**src/rtl/spi_prescaled_master.sv**
```systemverilog
`timescale 1ns/1ps
module spi_prescaled_master #(
  parameter int DIV_W    = 3,
  parameter int FRAME_W  = 16,
  parameter int NARROW_W = 8
) (
  input  logic               clk,
  input  logic               rst_n,
  input  logic               reg_wr,
  input  logic               reg_rd,
  input  logic [1:0]         reg_addr,
  input  logic [FRAME_W-1:0] reg_wdata,
  output logic [FRAME_W-1:0] reg_rdata,
  input  logic               ss_in_n,
  input  logic               miso,
  output logic               sck,
  output logic               mosi,
  output logic               mosi_oe
);
  localparam int CNT_W  = (1 << DIV_W) - 1;
  localparam int IDX_W  = $clog2(FRAME_W);
  localparam int P_LSB  = 2 + DIV_W;
  localparam int P_WIDE = P_LSB + 1;
  localparam int P_SSM  = P_WIDE + 1;
  localparam int P_SSV  = P_SSM + 1;
  localparam int P_RXO  = P_SSV + 1;
  localparam int CTRL_W = P_RXO + 1;
  localparam logic [1:0] A_CTRL = 2'd0, A_STAT = 2'd1, A_DATA = 2'd2;

  logic [CTRL_W-1:0]  ctrl;
  logic [FRAME_W-1:0] txbuf, shreg, rxsh, rxdata;
  logic               tx_full, rx_full, busy, sck_q, f_lsb, f_wide;
  logic [IDX_W-1:0]   bitcnt;
  logic [CNT_W-1:0]   cnt;

  wire             en     = ctrl[0];
  wire             mstr   = ctrl[1];
  wire [DIV_W-1:0] div    = ctrl[2 +: DIV_W];
  wire             ss_eff = ctrl[P_SSM] ? ctrl[P_SSV] : ss_in_n;
  wire             go     = en & mstr & ss_eff;

  wire [CNT_W:0]   half   = (CNT_W+1)'(1) << div;
  wire             tick   = ({1'b0, cnt} >= half - 1'b1);
  wire [IDX_W-1:0] last   = f_wide ? IDX_W'(FRAME_W-1) : IDX_W'(NARROW_W-1);
  wire [IDX_W-1:0] idx    = f_lsb ? bitcnt : last - bitcnt;

  wire frame_end = busy & tick & sck_q & (bitcnt == last);
  wire load      = go & tx_full & (~busy | frame_end);
  wire wr_ctrl   = reg_wr & (reg_addr == A_CTRL);
  wire wr_data   = reg_wr & (reg_addr == A_DATA);
  wire rd_data   = reg_rd & (reg_addr == A_DATA);

  assign sck     = sck_q;
  assign mosi    = busy & shreg[idx];
  assign mosi_oe = en & mstr & ~ctrl[P_RXO];

  always_comb begin
    case (reg_addr)
      A_CTRL:  reg_rdata = FRAME_W'(ctrl);
      A_STAT:  reg_rdata = FRAME_W'({rx_full, busy, ~tx_full});
      A_DATA:  reg_rdata = rxdata;
      default: reg_rdata = '0;
    endcase
  end

  always_ff @(posedge clk or negedge rst_n) begin
    if (!rst_n) begin
      ctrl <= '0; txbuf <= '0; shreg <= '0; rxsh <= '0; rxdata <= '0;
      tx_full <= 1'b0; rx_full <= 1'b0; busy <= 1'b0; sck_q <= 1'b0;
      f_lsb <= 1'b0; f_wide <= 1'b0; bitcnt <= '0; cnt <= '0;
    end else begin
      if (wr_ctrl)
        ctrl <= {reg_wdata[CTRL_W-1:2], busy ? mstr : reg_wdata[1], reg_wdata[0]};

      if (load) tx_full <= 1'b0;
      else if (wr_data && !tx_full) begin
        txbuf   <= reg_wdata;
        tx_full <= 1'b1;
      end

      if (frame_end) begin
        rxdata  <= rxsh;
        rx_full <= 1'b1;
      end else if (rd_data) rx_full <= 1'b0;

      if (!en) begin
        busy <= 1'b0; sck_q <= 1'b0; cnt <= '0; bitcnt <= '0;
      end else if (load) begin
        busy <= 1'b1; sck_q <= 1'b0; cnt <= '0; bitcnt <= '0;
        shreg <= txbuf; rxsh <= '0;
        f_lsb <= ctrl[P_LSB]; f_wide <= ctrl[P_WIDE];
      end else if (busy) begin
        if (tick) begin
          cnt   <= '0;
          sck_q <= ~sck_q;
          if (!sck_q) rxsh[idx] <= miso;
          else if (bitcnt == last) busy <= 1'b0;
          else bitcnt <= bitcnt + 1'b1;
        end else cnt <= cnt + 1'b1;
      end
    end
  end

  a_r1_sck_idles_low: assert property (@(posedge clk) disable iff (!rst_n)
    !busy |-> !sck_q);
  a_r3_mosi_held_while_high: assert property (@(posedge clk) disable iff (!rst_n)
    sck_q && $past(sck_q) |-> $stable(mosi));
  a_r2_count_below_half: assert property (@(posedge clk) disable iff (!rst_n)
    busy && $past(busy) && $stable(div) |-> ({1'b0, cnt} < half));
  a_r6_rx_flag_on_fall: assert property (@(posedge clk) disable iff (!rst_n)
    $rose(rx_full) |-> $fell(sck_q));
  a_r7_buffer_drains: assert property (@(posedge clk) disable iff (!rst_n)
    tx_full && !busy && go |=> busy && !tx_full);
  a_r9_busy_ends_on_fall: assert property (@(posedge clk) disable iff (!rst_n)
    $fell(busy) && en |-> $past(sck_q));
  a_r12_master_locked: assert property (@(posedge clk) disable iff (!rst_n)
    busy |=> $stable(mstr));
  a_r13_disable_stops: assert property (@(posedge clk) disable iff (!rst_n)
    !en |=> !busy && !sck_q);
endmodule

```
**config.mk**
```make
export PLATFORM = sky130hd
export DESIGN_NAME = spi_prescaled_master
export DESIGN_NICKNAME = d
export VERILOG_FILES = /design/src/rtl/spi_prescaled_master.sv
export SDC_FILE = /design/constraint.sdc
export NUM_CORES = 1
export LEC_CHECK = 0
export BUFFER_PORTS_ARGS = -buffer_cell sky130_fd_sc_hd__buf_2
export CAP_MARGIN = 10
export CORE_ASPECT_RATIO = 0.6
export CORE_MARGIN = 5
export CORE_UTILIZATION = 35
export DETAILED_ROUTE_END_ITERATION = 12
export SYNTH_ARGS = -nofsm -noshare
export SYNTH_HDL_FRONTEND = slang
export SYNTH_SLANG_ARGS = --single-unit
export TNS_END_PERCENT = 5
```
**constraint.sdc**
```tcl
create_clock -name clk -period 6.1 [get_ports clk]
set_input_delay 0.61 -clock clk [delete_from_list [all_inputs] [get_ports clk]]
set_output_delay 0.61 -clock clk [all_outputs]
set_load 0.01 [all_outputs]
```
==> results.sh, run 1 <==
export IMPL_status="complete, no violations"
export IMPL_criticalPathCategory="flop to output pin"
export IMPL_yosys_area_top_type_share=0.451
export IMPL_critPathLaunch="f_lsb"
export IMPL_clk_path_buf_depth=2
export IMPL_netlist_top_cells_area="dfrtp_1 (45%), mux2_2 (12%), o211ai_1 (4.2%)"
export IMPL_grt_start_max_net_pins=49
export IMPL_fillers=1458
export IMPL_p_clk_frac=0.301
export IMPL_hold_viol=0
export IMPL_grt_pass1_vias=3865
export IMPL_ios=43
export IMPL_syn_area_um2=5040
export IMPL_synth_largest_area_cell="dfrtp_1"
export IMPL_clock_fmax_mhz=316
export IMPL_drtIter0Drc=294
export IMPL_worst_r2r_setup_slack_ps=3080
export IMPL_die_area_um2=17000
export IMPL_fp_row_count=34
export IMPL_fin_area_um2=5690
export IMPL_swShare=0.342
export IMPL_slew_headroom=0.320
export IMPL_dieHeight_um=103
export IMPL_final_max_slew_viol_count=0
export IMPL_tns_ps=0
export IMPL_worstPathArrival_ps=2560
export IMPL_gp_congestion=0.894
export IMPL_power_density_nw_per_um2=334
export IMPL_cts_resized=0
export IMPL_skew_ps=8.48
export IMPL_setup_violations=0
export IMPL_peakVddDrop_mv=0.160
export IMPL_wire_per_inst_um=18.6
export IMPL_drt_pass1_iterations=5
export IMPL_cap_violations=0
export IMPL_core_area_um2=14300
export IMPL_die_w_um=165
export IMPL_insertion_delay_ps=360
export IMPL_crit_path_start_kind="flop"
export IMPL_required_ps=5490
export IMPL_nNetsFinal=529
export IMPL_fin_crit_ps=3170
export IMPL_grt_pass1_wl_um=21400
export IMPL_rsz0062_at_grt="false"
export IMPL_synthFlopType="dfrtp_1"
export IMPL_synth_seq_cells=91
export IMPL_drive_gt1_frac=0.275
export IMPL_clkSlewWorstSetupHoldPaths_ps=70
export IMPL_antenna_found_initial=0
export IMPL_port_buffers=42
export IMPL_async_reset_ff_frac=1.00
export IMPL_area_delta_synth_final_pct=12.8
export IMPL_syn_nets=498
export IMPL_p_sw_w=0.000650
export IMPL_antenna_left=0
export IMPL_avgSynthCellArea_um2=10.8
export IMPL_track_usage=0.164
export IMPL_seqPwrFrac=0.455
export IMPL_cp_end_kind="output pin"
export IMPL_worst_pin_slew_ps=1010
export IMPL_vias=3890
export IMPL_internal_power_w=0.00125
export IMPL_grt_overflow=0
export IMPL_drc_errors=0
export IMPL_postCtsSetupBuffers=0
export IMPL_dp_hpwl_um=9430
export IMPL_wl_um=13000
export IMPL_layout_common_cells="dfrtp_1 (91), mux2_2 (55), buf_2 (41)"
export IMPL_worstReg2RegStart="ctrl[2]"
export IMPL_reg2reg_to="rxsh[5]"
export IMPL_cp_endpoint="mosi"
export IMPL_yosysSeqAreaShare=0.451
export IMPL_cts_tree="yes"
export IMPL_diodes=0
export IMPL_reg2reg_depth=8
export IMPL_cts_hold_buf=0
export IMPL_placed_cell_area_um2=5390
export IMPL_p_leak_nw=2.41
export IMPL_htree_num_levels=3
export IMPL_fin_crit_sh=0.519
export IMPL_synth_cell_types=67
export IMPL_layout_commonest_cell="dfrtp_1"
export IMPL_path_max_fanout=17
export IMPL_synth_edf_count=0
export IMPL_p_comb_frac=0.244
export IMPL_yosys_warnings=0
export IMPL_cts_buffers=9
export IMPL_initial_core_util=0.353
export IMPL_clock_sinks=91
export IMPL_syn_inst=465
export IMPL_viasPerCell=5.57
export IMPL_cts_root_buf="clkbuf_16"
export IMPL_hold_class="input pin to async pin"
-- layer usage --
| layer | up-vias | track usage | part of all wire | routed length (um) |
|---|---|---|---|---|
| li1 | 1800 | - | - | - |
| met1 | 1936 | 0.252 | 0.53 | 6840 |
| met2 | 141 | 0.222 | 0.39 | 5120 |
| met3 | 13 | 0.0471 | 0.070 | 914 |
| met4 | 0 | 0.0428 | 0.0096 | 125 |
| met5 | - | 0 | 0 | 0 |
-- cells in the mapped netlist (3+ instances only) --
cell type / instances
o211ai_1: 28
o21ai_0: 21
a31oi_1: 4
nand2b_1: 8
nand3_1: 9
and2_1: 8
mux2_2: 55
nand2_1: 36
clkbuf_1: 9
buf_2: 9
dfrtp_1: 91
nor2b_1: 5
nor3_1: 4
xnor2_1: 3
a21oi_1: 33
ha_1: 9
inv_1: 9
o2111ai_1: 13
or3_1: 3
and3_1: 6
buf_4: 5
buf_6: 3
o221ai_1: 3
nor2_1: 22
o21ai_1: 3
mux2i_1: 16
-- critical path: stages (launching register included) --
cell and delay [ps]:
dfrtp_1 590, xnor2_1 570, mux4_2 590, o221ai_1 210, a31oi_1 70, buf_2 160
-- power groups by stage --
stage               clock, W  combinational, W  sequential (W)
floorplan                  0          0.000378        0.000812
global placement           0          0.000446        0.000868
detailed placement         0          0.000461        0.000874
CTS                 0.000585          0.000465        0.000862
global route        0.000610          0.000518        0.000883
finish              0.000572          0.000463        0.000864
-- logic make-up after synthesis --
logic type	Yosys count	synth area share
flip-flops	91	0.451
AND/OR/NAND/NOR	115	0.117
AO/OA/AOI/OAI	135	0.197
adder cells (fa/ha/maj)	9	0.0223
multiplexers	74	0.166
XOR/XNOR	5	0.0102
buffers and inverters	36	0.0372
-- state kept, by name, summed over array words and instances (netlist names) --
name and flops:
bitcnt 4, txbuf 16, tx_full 1, ctrl 10, rx_full 1, busy 1, sck 1, rxsh 16
shreg 16, f_wide 1, rxdata 16, f_lsb 1, cnt 7
-- worst min-delay path by stage --
stage / from / to / slack (ps) / cells after the start
final: rst_n / rxdata[2] / 250 / 1
after global routing: rst_n / rxdata[2] / 290 / 1
after CTS: rst_n / ctrl[2] / 280 / 1
after detailed placement: rxdata[9] / rxdata[9] / 490 / 1
after global placement: rx_full / rx_full / 470 / 1
after floorplan: rst_n / bitcnt[0] / 310 / 0
-- final cells by class --
class / instances / area (um^2) / area share
clock buffer: 9 / 225 / 0.0396
clock inverter: 7 / 81.3 / 0.0143
inverter: 10 / 37.5 / 0.00659
multi-input combinational: 338 / 2580 / 0.453
sequential: 91 / 2280 / 0.400
tap: 198 / 248 / 0.0435
timing repair buffer: 46 / 243 / 0.0426
-- metrics by stage --
step | total power, W | std cells | worst slack [ps] | hold slack (ps) | utilization
detailed placement | 0.00134 | 683 | 3150 | 486 | 0.377
global placement | 0.00131 | 683 | 3200 | 470 | 0.377
finish | 0.00190 | 699 | 2930 | 252 | 0.398
CTS | 0.00191 | 699 | 2930 | 278 | 0.398
global route | 0.00201 | 699 | 2780 | 292 | 0.398
floorplan | 0.00119 | 465 | 3640 | 314 | -
Note: power is estimated with default switching activity, not from simulation.
==> run 2: changes to the inputs <==
--- a/config.mk
+++ b/config.mk
@@ -5,6 +5,7 @@
 export SDC_FILE = /design/constraint.sdc
 export NUM_CORES = 1
 export LEC_CHECK = 0
+export ABC_AREA = 1
 export BUFFER_PORTS_ARGS = -buffer_cell sky130_fd_sc_hd__buf_2
 export CAP_MARGIN = 10
 export CORE_ASPECT_RATIO = 0.6
==> constraint.sdc (replaced) <==
create_clock -name clk -period 2.55 [get_ports clk]
set_input_delay 0.255 -clock clk [delete_from_list [all_inputs] [get_ports clk]]
set_output_delay 0.255 -clock clk [all_outputs]
set_load 0.01 [all_outputs]
==> results.sh, run 2 <==
export IMPL_die_area_um2=15700
export IMPL_tns_ps=0
export IMPL_final_core_util=0.423
export IMPL_multi_input_area_um2=2040
export IMPL_viasPerCell=4.94
export IMPL_initial_core_util=0.359
export IMPL_dieHeight_um=99.1
export IMPL_final_max_slew_viol_count=0
export IMPL_layout_common_cells="nand2_1 (167), dfrtp_1 (90), inv_1 (60)"
export IMPL_setup_violations=0
export IMPL_syn_area_um2=4630
export IMPL_drive_gt1_frac=0.172
export IMPL_synth_common_cells="nand2_1 (168), dfrtp_1 (91), inv_1 (60), nand3_1 (49), o21ai_0 (41)"
export IMPL_drc_errors=0
export IMPL_die_w_um=159
export IMPL_synthFlopType="dfrtp_1"
export IMPL_criticalPathCategory="flop to flop"
export IMPL_hold_class="input pin to flop"
export IMPL_drt_pass1_iterations=5
export IMPL_cts_tree="yes"
export IMPL_nNetsFinal=655
export IMPL_yosys_warnings=0
export IMPL_antenna_left=0
export IMPL_ios=43
export IMPL_path_max_fanout=7
export IMPL_dp_cells=778
export IMPL_layout_commonest_cell="nand2_1"
export IMPL_netlist_top_cells_area="dfrtp_1 (49%), nand2_1 (14%), nand3_1 (5.3%)"
export IMPL_cp_end_kind="flop"
export IMPL_dp_hpwl_um=8870
export IMPL_avgSynthCellArea_um2=8.12
export IMPL_crit_path_start_kind="flop"
export IMPL_grt_pass1_wl_um=19200
export IMPL_insertion_delay_ps=340
export IMPL_peakVddDrop_mv=0.346
export IMPL_rsz0062_at_grt="true"
export IMPL_fp_row_count=32
export IMPL_grt_pass1_vias=3715
export IMPL_power_density_nw_per_um2=850
export IMPL_htree_num_levels=3
export IMPL_wl_um=11700
export IMPL_yosys_area_top_type_share=0.491
export IMPL_wire_per_inst_um=14.6
export IMPL_clock_fmax_mhz=429
export IMPL_skew_ps=9.54
export IMPL_core_area_um2=12900
export IMPL_yosysSeqAreaShare=0.491
export IMPL_p_leak_nw=2.87
export IMPL_slew_headroom=0.650
export IMPL_worstPathArrival_ps=2570
export IMPL_clk_path_buf_depth=2
export IMPL_area_delta_synth_final_pct=17.7
export IMPL_drtIter0Drc=282
export IMPL_fin_crit_ps=2330
export IMPL_required_ps=2790
export IMPL_cap_violations=0
export IMPL_synth_most_common_cell="nand2_1"
export IMPL_async_reset_ff_frac=1.00
export IMPL_antenna_found_initial=1
export IMPL_stdcell_count=798
export IMPL_layout_area_seq_um2=2280
export IMPL_synth_cell_types=31
export IMPL_port_buffers=42
export IMPL_vias=3939
export IMPL_cts_buffers=9
export IMPL_synth_seq_cells=91
export IMPL_worst_pin_slew_ps=524
export IMPL_fillers=1323
export IMPL_totalPowerFinal_w=0.00464
export IMPL_clock_sinks=91
export IMPL_syn_nets=604
export IMPL_synth_largest_area_cell="dfrtp_1"
export IMPL_fin_crit_sh=0.914
export IMPL_cts_root_buf="clkbuf_16"
export IMPL_synth_edf_count=0
export IMPL_track_usage=0.156
export IMPL_syn_inst=571
export IMPL_status="complete, no violations"
export IMPL_grt_overflow=0
export IMPL_hold_viol=0
export IMPL_gp_congestion=0.831
export IMPL_grt_start_max_net_pins=36
export IMPL_clkSlewWorstSetupHoldPaths_ps=70
-- run 2: cell type report --
class / count / area share
flip-flops and latches: 91 / 0.418
diodes: 1 / 0.000459
multi-input cells: 396 / 0.373
inverters: 63 / 0.0443
clock buffers: 11 / 0.0427
clock inverters: 5 / 0.0115
well taps: 170 / 0.0390
repair buffers: 61 / 0.0709
-- run 2: routing by layer --
layer / GRT usage / share of wire
met1: 0.246 / 0.53
met2: 0.212 / 0.40
met3: 0.0383 / 0.069
met4: 0.0354 / 0.0061
met5: 0 / 0
-- run 2: worst paths after layout --
kind | startpoint | endpoint | slack, ps | depth (start not counted)
hold reg to reg | rxsh[1] | rxsh[1] | 470 | 2
hold / removal | reg_wdata[11] | txbuf[11] | 150 | 3
setup reg to reg | ctrl[3] | bitcnt[0] | 220 | 18
setup / recovery | ctrl[3] | bitcnt[0] | 220 | 18
min in group asynchronous | rst_n | cnt[1] | 390 | 2
max in group asynchronous | rst_n | rxdata[6] | 1430 | 3
-- run 2: cells by family (layout without fill, tap and decap cells) --
family | count (synthesis) | after routing | synth area share
xor gates and xnor gates | 11 | 11 | 0.0208
and+or+nand+nor | 291 | 291 | 0.269
other | 0 | 1 | 0
buffers and inverters | 84 | 140 | 0.0775
AOI/OAI and AO/OA | 74 | 74 | 0.0902
DFF | 91 | 91 | 0.491
adders and majority gates | 9 | 9 | 0.0243
muxes | 11 | 11 | 0.0265
-- run 2: stage by stage --
step	hold WS [ps]	area, um^2	setup slack (ps)
4_1_cts	148	5380	62.0
3_3_place_gp	211	5070	160
2_1_floorplan	-40.6	4630	442
6_report	154	5450	218
5_1_grt	154	5450	-8.13
3_5_place_dp	218	5070	78.6
-- run 2: repair_timing --
item | 4_1_cts | 5_1_grt
setup endpoints to repair | 0 | 23
resized for setup | 0 | 13
endpoints found under the hold margin | 28 | 0
hold buffers | 1 | 0
setup buffers | 0 | 2
-- run 2: worst max-delay path, cell delays in order, from the launching register on --
cell and delay (ps):
dfrtp_2 470, nor2_2 160, nand2_1 70, ha_1 270
nand2_1 50, nor2_1 80, nor2_1 40, nand2_1 50
nand2_1 40, nand2_1 90, nand2_1 70, nand2_2 90
nand2_4 100, nand2_1 150, inv_1 70, nand2_1 150
nand2_1 140, nand2_1 90, nand2_1 50
-- run 2: power breakdown --
part           switching, W  leakage (nW)  internal [W]
registers          0.000206          1.19       0.00174
logic              0.000887          1.54      0.000474
clock network      0.000568         0.136      0.000766
==> run 3: changes to the inputs <==
--- a/config.mk
+++ b/config.mk
@@ -5,7 +5,7 @@
 export SDC_FILE = /design/constraint.sdc
 export NUM_CORES = 1
 export LEC_CHECK = 0
-export ABC_AREA = 1
+export ABC_AREA = 0
 export BUFFER_PORTS_ARGS = -buffer_cell sky130_fd_sc_hd__buf_2
 export CAP_MARGIN = 10
 export CORE_ASPECT_RATIO = 0.6
==> results.sh, run 3 (synthesis results as in run 1) <==
export IMPL_fin_crit_ps=2620
export IMPL_clock_fmax_mhz=382
export IMPL_worst_pin_slew_ps=739
export IMPL_wl_um=13600
export IMPL_viasPerCell=5.58
export IMPL_grt_pass1_vias=4086
export IMPL_skew_ps=11.0
export IMPL_tns_ps=-873
export IMPL_drt_pass1_iterations=6
export IMPL_clk_path_buf_depth=2
export IMPL_p_leak_nw=2.62
export IMPL_cts_tree="yes"
export IMPL_diodes=0
export IMPL_final_max_slew_viol_count=0
export IMPL_clkSlewWorstSetupHoldPaths_ps=70
export IMPL_initial_core_util=0.353
export IMPL_insertion_delay_ps=350
export IMPL_drtIter0Drc=292
export IMPL_worstPathArrival_ps=2850
export IMPL_grt_pass1_wl_um=21600
export IMPL_setup_slack_ps=-66.5
export IMPL_gp_congestion=0.937
export IMPL_cts_buffers=9
export IMPL_port_buffers=42
export IMPL_vias=4086
export IMPL_cap_violations=0
export IMPL_antenna_left=0
export IMPL_htree_num_levels=3
export IMPL_setup_violations=21
export IMPL_dieHeight_um=103
export IMPL_path_max_fanout=8
export IMPL_ios=43
export IMPL_hold_class="input pin to flop"
export IMPL_power_density_nw_per_um2=764
export IMPL_hold_slack_ps=130
export IMPL_criticalPathCategory="flop to flop"
export IMPL_drc_errors=0
export IMPL_die_area_um2=17000
export IMPL_final_core_util=0.429
export IMPL_grt_overflow=0
export IMPL_fin_crit_sh=1.03
export IMPL_dp_hpwl_um=9670
export IMPL_clock_sinks=91
export IMPL_area_delta_synth_final_pct=21.6
export IMPL_crit_path_start_kind="flop"
export IMPL_drive_gt1_frac=0.354
export IMPL_track_usage=0.164
export IMPL_grt_start_max_net_pins=92
export IMPL_slew_headroom=0.507
export IMPL_violations="setup timing"
export IMPL_antenna_found_initial=0
export IMPL_hold_viol=0
export IMPL_status="finished with violations"
export IMPL_layout_commonest_cell="dfrtp_1"
export IMPL_cts_root_buf="clkbuf_16"
export IMPL_peakVddDrop_mv=0.424
export IMPL_nNetsFinal=562
export IMPL_layout_common_cells="dfrtp_1 (90), mux2_2 (45), buf_2 (41)"
export IMPL_fp_row_count=34
export IMPL_rsz0062_at_grt="true"
export IMPL_cp_end_kind="flop"
export IMPL_wire_per_inst_um=18.5
export IMPL_die_w_um=165
export IMPL_required_ps=2790
export IMPL_core_area_um2=14300
run 3: changes by cell type in the layout (fill, tap and decap cells not counted), sizes merged, moves of 9 or more:
cell / before / now
o211ai: 3 / 29
nor3: 23 / 5
a21oi: 16 / 34
and2: 0 / 9
mux2: 10 / 56
nand3: 49 / 11
o2111ai: 1 / 14
nand2: 174 / 36
inv: 64 / 14
mux2i: 1 / 16
buf: 60 / 77
o21ai: 41 / 24
nor2: 40 / 24
run 3: timing repair:
item                                    CTS  global route
hold buffers                              1             0
pin swaps                                 0             9
setup buffers                             0             1
endpoints found under the setup margin   25            56
endpoints found under the hold margin    91             0
gates cloned                              0             1
gates resized for setup                   6            24
run 3: path summary, 6_finish.rpt:
check                                    from         end  slack, ps  depth (start not counted)
worst min-delay path            reg_wdata[15]   txbuf[15]        130                          2
worst max-delay path                  ctrl[3]   rxdata[4]        -70                          9
min in group asynchronous               rst_n  rxdata[12]        480                          3
worst max register to register        ctrl[3]   rxdata[4]        -70                          9
worst min register to register        rx_full     rx_full        490                          1
max in group asynchronous               rst_n   bitcnt[2]       1660                          3
run 3: power breakdown:
group / internal (W) / switching (W) / total [W]
combinational: 0.000645 / 0.000686 / 0.00133
sequential: 0.00177 / 0.000260 / 0.00203
clock: 0.000687 / 0.000635 / 0.00132
run 3: layout make-up:
cell class	count	area, um^2
Clock buffer	9	225
Clock inverter	7	65.1
Fill cell	1356	8160
Inverter	10	37.5
Multi-Input combinational cell	338	2710
Sequential cell	91	2280
Tap cell	198	248
Timing Repair Buffer	79	564
run 3: worst max-delay path: stages (launching register included):
cell	delay (ps)
dfrtp_1	410
or3_4	410
ha_4	260
and3_4	190
o21a_4	150
o2111ai_4	150
buf_6	170
a21boi_4	220
clkbuf_16	220
mux2_4	300
run 3: routing by layer:
layer	up-vias	routed length [um]	global-route usage
met1	2024	6860	0.246
met3	24	1010	0.0439
met2	162	5510	0.232
li1	1876	-	-
met5	-	0	0
met4	0	188	0.0479
run 3: stage by stage:
stage / area, um^2 / std cells / setup slack (ps) / power, W
2_1_floorplan: 5040 / 465 / 90.9 / 0.00285
3_3_place_gp: 5660 / 713 / 6.72 / 0.00325
3_5_place_dp: 5660 / 713 / -3.74 / 0.00330
4_1_cts: 5980 / 730 / -8.15 / 0.00464
5_1_grt: 6130 / 732 / -146 / 0.00494
6_report: 6130 / 732 / -66.5 / 0.00469
